==> src/rtl/dsadc_pkg.sv <==
package dsadc_pkg;

  typedef enum logic [1:0] {
    S_IDLE    = 2'd0,
    S_RUNUP   = 2'd1,
    S_RUNDOWN = 2'd2,
    S_DONE    = 2'd3
  } seqState_t;

  // Strobes from the sequencer to the counting datapath
  typedef struct packed {
    logic cntClear;   // force counter to zero
    logic cntInc;     // advance counter by one
    logic latchCnt;   // copy counter into result, clear overflow
    logic latchSat;   // load full scale into result, set overflow
  } dpStrobe_t;

endpackage

==> src/rtl/dsadc_ctrl.sv <==
module dsadc_ctrl
  import dsadc_pkg::*;
(
  input  logic       clk,
  input  logic       rstN,
  input  logic       start,
  input  logic       compIn,
  input  logic       cntFull,
  output dpStrobe_t  strb,
  output logic       selRef,
  output logic       intReset,
  output logic       done
);

  seqState_t state, stateNext;

  always_ff @(posedge clk or negedge rstN) begin
    if (!rstN) state <= S_IDLE;
    else       state <= stateNext;
  end

  always_comb begin
    stateNext = state;
    strb      = '0;
    unique case (state)
      S_IDLE: begin
        strb.cntClear = 1'b1;
        if (start) stateNext = S_RUNUP;
      end
      S_RUNUP: begin
        if (cntFull) begin
          strb.cntClear = 1'b1;
          stateNext     = S_RUNDOWN;
        end else begin
          strb.cntInc = 1'b1;
        end
      end
      S_RUNDOWN: begin
        if (!compIn) begin
          strb.latchCnt = 1'b1;
          stateNext     = S_DONE;
        end else if (cntFull) begin
          strb.latchSat = 1'b1;
          stateNext     = S_DONE;
        end else begin
          strb.cntInc = 1'b1;
        end
      end
      S_DONE: stateNext = S_IDLE;
      default: stateNext = S_IDLE;
    endcase
  end

  assign intReset = (state == S_IDLE);
  assign selRef   = (state == S_RUNDOWN);
  assign done     = (state == S_DONE);

  // done lasts one cycle and is followed by idle
  assert_done_pulse_R7: assert property (@(posedge clk) disable iff (!rstN)
    done |=> (!done && intReset));

  // run-up is not left before the counter reports full
  assert_runup_hold_R3: assert property (@(posedge clk) disable iff (!rstN)
    (state == S_RUNUP && !cntFull) |=> (state == S_RUNUP));

  // leaving idle always selects the input first
  assert_runup_input_R3: assert property (@(posedge clk) disable iff (!rstN)
    $fell(intReset) |-> !selRef);

  // run-down continues while comparator high and count not full
  assert_rundown_hold_R5: assert property (@(posedge clk) disable iff (!rstN)
    (selRef && compIn && !cntFull) |=> selRef);

  // start during done does not skip idle
  assert_start_ignored_R8: assert property (@(posedge clk) disable iff (!rstN)
    (done && start) |=> intReset);

endmodule

==> src/rtl/dsadc_datapath.sv <==
module dsadc_datapath
  import dsadc_pkg::*;
#(
  parameter int N = 10
) (
  input  logic          clk,
  input  logic          rstN,
  input  dpStrobe_t     strb,
  output logic          cntFull,
  output logic [N-1:0]  result,
  output logic          overflow
);

  localparam logic [N-1:0] FULL_SCALE = {N{1'b1}};

  logic [N-1:0] cnt;

  always_ff @(posedge clk or negedge rstN) begin
    if (!rstN)              cnt <= '0;
    else if (strb.cntClear) cnt <= '0;
    else if (strb.cntInc)   cnt <= cnt + 1'b1;
  end

  always_ff @(posedge clk or negedge rstN) begin
    if (!rstN) begin
      result   <= '0;
      overflow <= 1'b0;
    end else if (strb.latchSat) begin
      result   <= FULL_SCALE;
      overflow <= 1'b1;
    end else if (strb.latchCnt) begin
      result   <= cnt;
      overflow <= 1'b0;
    end
  end

  assign cntFull = (cnt == FULL_SCALE);

  // an overflowed result is always full scale
  assert_ovf_full_R6: assert property (@(posedge clk) disable iff (!rstN)
    overflow |-> (result == FULL_SCALE));

  // a normal latch captures the count of the previous cycle
  assert_latch_value_R5: assert property (@(posedge clk) disable iff (!rstN)
    strb.latchCnt |=> (result == $past(cnt) && !overflow));

  // result holds when no latch strobe is present
  assert_result_hold_R7: assert property (@(posedge clk) disable iff (!rstN)
    !(strb.latchCnt || strb.latchSat) |=> $stable(result));

endmodule

==> src/rtl/dsadc_seq.sv <==
module dsadc_seq
  import dsadc_pkg::*;
#(
  parameter int N = 10
) (
  input  logic          clk,
  input  logic          rstN,
  input  logic          start,
  input  logic          compIn,
  output logic          selRef,
  output logic          intReset,
  output logic [N-1:0]  result,
  output logic          done,
  output logic          overflow
);

  dpStrobe_t strb;
  logic      cntFull;

  dsadc_ctrl u_ctrl (
    .clk      (clk),
    .rstN     (rstN),
    .start    (start),
    .compIn   (compIn),
    .cntFull  (cntFull),
    .strb     (strb),
    .selRef   (selRef),
    .intReset (intReset),
    .done     (done)
  );

  dsadc_datapath #(.N(N)) u_dp (
    .clk      (clk),
    .rstN     (rstN),
    .strb     (strb),
    .cntFull  (cntFull),
    .result   (result),
    .overflow (overflow)
  );

endmodule

==> config.mk <==
export PLATFORM = sky130hd
export DESIGN_NAME = dsadc_seq
export DESIGN_NICKNAME = d
export VERILOG_FILES = /design/src/rtl/dsadc_pkg.sv /design/src/rtl/dsadc_ctrl.sv /design/src/rtl/dsadc_datapath.sv /design/src/rtl/dsadc_seq.sv
export SDC_FILE = /design/constraint.sdc
export NUM_CORES = 1
export LEC_CHECK = 0
export BUFFER_PORTS_ARGS = -buffer_cell sky130_fd_sc_hd__buf_2
export CORE_MARGIN = 2
export CORE_UTILIZATION = 51
export CTS_CLUSTER_DIAMETER = 100
export DETAILED_ROUTE_END_ITERATION = 6
export GPL_ROUTABILITY_DRIVEN = 0
export PLACE_DENSITY = 0.73
export SLEW_MARGIN = 10
export SYNTH_ARGS = -nofsm -noshare
export SYNTH_HDL_FRONTEND = slang
export SYNTH_SLANG_ARGS = --single-unit
==> constraint.sdc <==
create_clock -name clk -period 2.37 [get_ports clk]
set_clock_uncertainty 0.1 [all_clocks]
set_input_delay 0.474 -clock clk [delete_from_list [all_inputs] [get_ports clk]]
set_output_delay 0.474 -clock clk [all_outputs]
set_load 0.01 [all_outputs]
* After elaboration in Yosys (flattened, before gate mapping)
Index checks and enable logic that the tools add are counted.
** Storage, ports and cells
- Bits in registers :: 23
- Input bits :: 4
- Output and inout bits :: 14
- Logic and storage cells :: 35
** Operators by class
- Add/subtract/negate cells :: 1
- Equal/unequal tests :: 7
- Muxes and demuxes :: 19
- Reduce and logical (&&, ||, !) cells :: 4
** Operators by type and width (count)
- two-way mux 10 bit :: 4
- adder 10 x 1 -> 10 bit, second input constant :: 1
- equality test 10 bit, second input constant :: 1
- two-way mux 2 bit :: 5
- case mux 2 bit (4 select lines) :: 1
- two-way mux 1 bit :: 7
- equality test 2 bit, second input constant :: 2
- inequality test 2 bit, second input constant :: 2
- case mux 1 bit (2 select lines) :: 2
- nonzero test 2 bit :: 2
- inequality test 3 x 2 -> 1 bit, second input constant :: 1
- AND reduction 3 bit :: 1
- equality test 2 x 1 -> 1 bit, second input constant :: 1
- zero test 2 bit :: 1

* Depth between registers and ports, before layout
- Depth in word-level cells :: 6
- Gate-level depth with buffers :: 7
- Gate-level depth less buffers :: 6

* Modules after synthesis
Synthesis repeated with hierarchy kept, for this count alone.
** Unflattened totals
- Cell total of the unflattened synthesis :: 106
- Area, all modules :: 1178.6 um^2
** Modules (own cells, without submodules)
- dsadc_datapath :: instances 1, cells each 85, area each 968.4 um^2, seq. area each 525.5 um^2
- dsadc_ctrl :: instances 1, cells each 21, area each 210.2 um^2, seq. area each 50.0 um^2

* Worst setup path after synthesis
Ideal clock, no wire load.
- Kind :: register -> register
- Start :: reg u_ctrl.state[0]
- End :: reg u_dp.cnt[6]
- Setup time :: 77 ps
- Data arrival time :: 1682 ps
- Data required time :: 2193 ps
- Path slack :: 510 ps
- Cell stages (with the launch flop) :: 8
- Path buffers :: 1
- Clock period less this slack :: 1860 ps
- Cell sequence :: dfrtp_1 -> inv_1 -> ha_1 -> a21o_2 -> o311ai_2 -> buf_6 -> or3_1 -> a21oi_1
** On the way
- Cells in the longest elaborated chain, start to end :: 3
- Elaborated cells on any way between the ends :: 7
- Those cells by class :: 2 x eq/ne; 3 x mux; 2 x reduce/logical
** RTL lines
- start, declared :: RTL line dsadc_ctrl.sv:15 : seqState_t state, stateNext;
- start signal, assigned :: RTL line dsadc_ctrl.sv:19 : else state <= stateNext;
- equality test 2 bit
- net selRef :: RTL line dsadc_seq.sv:10 : output logic selRef,
- case mux 1 bit (2 select lines) :: RTL line dsadc_ctrl.sv:25 : unique case (state)
- nonzero test 2 bit (no source line)
- end signal, assigned :: RTL line dsadc_datapath.sv:21 : else if (strb.cntInc) cnt <= cnt + 1'b1;
- end, declared :: RTL line dsadc_datapath.sv:16 : logic [N-1:0] cnt;
The timed path passes the listed nets, and every way through them passes these cells.
A chain may end at the register's enable or synchronous reset.

* Worst setup path in the final report
- Start :: reg u_ctrl.state[0]
- End :: reg u_dp.cnt[3]
** On the way
- Cells in the longest elaborated chain, start to end :: 3
- Elaborated cells on any way between the ends :: 7
- Those cells by class :: 2 x eq/ne; 3 x mux; 2 x reduce/logical
** RTL lines (RTL line)
- equality test 2 x 1 -> 1 bit (tied with other cells) :: dsadc_ctrl.sv:25
- case mux 1 bit (2 select lines) :: dsadc_ctrl.sv:25
- two-way mux 10 bit or nonzero test 2 bit (tied branches)
Several ways; a longest one is shown, not always the timed one.

==> impl_metrics.ini <==
[clocking]
cts_resized = 0
cts_buffer_depth = 2
postCtsSetupBuffers = 0
cts-buffers-inserted = 3
h-tree-depth = 1
cts_tree = yes
cts_hold_buf = 0
cts.sinks = 23
root_buffer = clkbuf_4
clock_latency_ps = 300
path_clk_slew_ps = 120

[floorplan]
placementRows = 17
core_um2 = 2170
start_util_pct = 53.06
die-area_um2 = 2653
num_io_pins = 18
die_h_um = 51.51
dieWidth_um = 51.51

[sta]
finalSetupViolCount = 0
timing.fmax_mhz = 485.0
final-max-slew-violation-count = 0
rsz0062_at_grt = false
tns_ps = 0
period_share_pct = 87.00
relSlewSlack_pct = 51.65
hold_viol = 0
worstMarginPinSlew_ps = 724.0
finalCriticalPeriod_ps = 2062

[critical_path]
critPathMaxFanout = 12
path_delay_family = compound AO/OA/AOI/OAI gates
endpoint_kind = flip-flop
cp-start-kind = flip-flop
path_cells = inv_1 -> ha_1 -> a21o_2 -> o311ai_2 -> or3_2 -> a21oi_2
crit_type = reg -> reg
cp_data_arrival_time_ps = 2200
crit_buf_inv = 1
slowest_delay_ps = 530
slowest_stage = or3_2
cp.required_ps = 2510

[logic_synthesis]
synth_fp_nets = 108
synth_flop_cell = dfrtp_1
synth_common_cells = 23 x dfrtp_1, 8 x a21oi_1, 7 x inv_1, 7 x o22a_1
synthArstFlopShare_pct = 100.0
synth_area_um2 = 1151
synth.most_common_cell = dfrtp_1
synth_warnings = 0
synth_area_per_cell_um2 = 11.63
synth_edf_count = 0
ys_seq_area_share_pct = 50.00
synth_cell_types = 30
yosysTopAreaCellShare_pct = 50.00
synth-seq-cells = 23
netlist.top_cell.by_area = dfrtp_1
synth_area_leaders = dfrtp_1 50%, ha_1 5.4%, o22a_1 5.3%
postSynthCellCount = 99

[grt]
grt_util_met1_pct = 23.70
gr-usage-all-layers_pct = 19.07
grt_use_met3_pct = 2.586
grt_overflow = 0
grt_max_degree = 24
antenna_found_initial = 0
grt_pass1_wl_mm = 3.726
grt_pass1_vias = 868
gr-usage-met2_pct = 32.48
busiest_layer = met2

[status]
status = finished clean

[placed_design]
dpl_cell_area_um2 = 1245
port-buffer-count = 17
dp_hpwl_mm = 1.487

[finish]
fin_nets = 128
drive_gt1_share_pct = 27.97
post-route-cell-area_um2 = 1271
nFillCells = 207
antenna_cells = 0
syn2layout_area_growth_pct = 10.43

[drt]
drtIter0Drc = 13
ant_nets = 0
dr_total_vias = 836
wirelength_mm = 2.020
wl_per_cell_um = 13.84
viasPerCell = 5.726
first_pass_iters = 3
remaining_drc_errors = 0

[power]
leakagePower_uw = 0.0005857
irDropWorstVdd_v = 0.0006449
p_per_area_nw_per_um2 = 1081

[min_path]
hold_class = in -> async

[run]
cap_violations = 0
-- final cells by class --
cell class / count / area [µm²] / area share (%)
clock buffer: 4 / 26.28 / 2.067
timing repair buffer: 18 / 92.59 / 7.283
tap: 28 / 35.03 / 2.756
multi-input combinational: 66 / 515.5 / 40.55
inverter: 7 / 26.28 / 2.067
sequential: 23 / 575.6 / 45.28
-- cells in the final DEF, fill, tap and decap left out, types with 2 or more instances in the layout --
master / count
a21oi_1: 8
a21oi_2: 4
buf_2: 17
clkbuf_4: 3
dfrtp_1: 23
ha_1: 5
inv_1: 7
mux2_1: 3
nand2_1: 3
nand3_1: 5
nand4_2: 2
o21ai_1: 4
o22a_1: 7
o31ai_1: 3
or3_1: 4
or4_1: 3
-- routing by layer --
layer | share of wire [%] | vias to the layer above
met4 | 1.6 | 0
met5 | 0 | -
met2 | 48 | 13
li1 | - | 411
met1 | 48 | 408
met3 | 2.7 | 4
-- report_power, final --
| group | internal (µW) | switching, µW |
|---|---|---|
| clock | 65.5 | 106 |
| combinational | 281 | 349 |
| sequential | 500 | 73.1 |
| total | 846 | 528 |
-- state kept, by name (all words and copies together) (netlist names) --
signal and count:
u_dp.result 10, u_ctrl.state 2, u_dp.cnt 10, u_dp.overflow 1
-- worst register-to-register path, cell delays in order, from the launching register on --
cell	delay (ps)
dfrtp_1	430
inv_1	90
ha_1	270
a21o_2	200
o311ai_2	250
or3_2	530
a21oi_2	130
-- cell families after synthesis --
family                   after synthesis  synth area share, %
AND/OR/NAND/NOR                       22                12.61
buffers and inverters                 10                5.218
AO/OA/AOI/OAI                         35                23.04
XOR/XNOR                               1               0.7610
flip-flops                            23                50.00
multiplexers                           3                2.935
adder cells (fa/ha/maj)                5                5.435
-- per-stage QoR --
stage / total power (µW) / std cells / hold slack (ps) / utilization, % / worst slack [ps]
final: 1374 / 146 / 24.93 / 58.59 / 308.2
after CTS: 1398 / 146 / 35.66 / 58.59 / 305.8
after floorplan: 1073 / 99 / 78.41 / - / 510.3
after detailed placement: 1221 / 142 / 371.6 / 57.38 / 333.5
after global placement: 1196 / 142 / 362.4 / 57.38 / 393.0
after global routing: 1498 / 146 / 51.34 / 58.59 / 106.4
-- final timing paths --
path | from | to | slack [ps] | cells past startpoint
setup / recovery | u_ctrl.state[0]$_DFFE_PN0P_ | u_dp.cnt[3]$_DFFE_PN0P_ | 310 | 6
hold / removal | rstN | u_dp.result[5]$_DFFE_PN0P_ | 20 | 1
setup reg to reg | u_ctrl.state[0]$_DFFE_PN0P_ | u_dp.cnt[3]$_DFFE_PN0P_ | 310 | 6
hold reg to reg | u_dp.result[8]$_DFFE_PN0P_ | u_dp.result[8]$_DFFE_PN0P_ | 390 | 1
max in group asynchronous | rstN | u_dp.result[7]$_DFFE_PN0P_ | 1800 | 1
min in group clk | compIn | u_dp.overflow$_DFFE_PN0P_ | 370 | 3
Power figures use the tool's default switching activity.
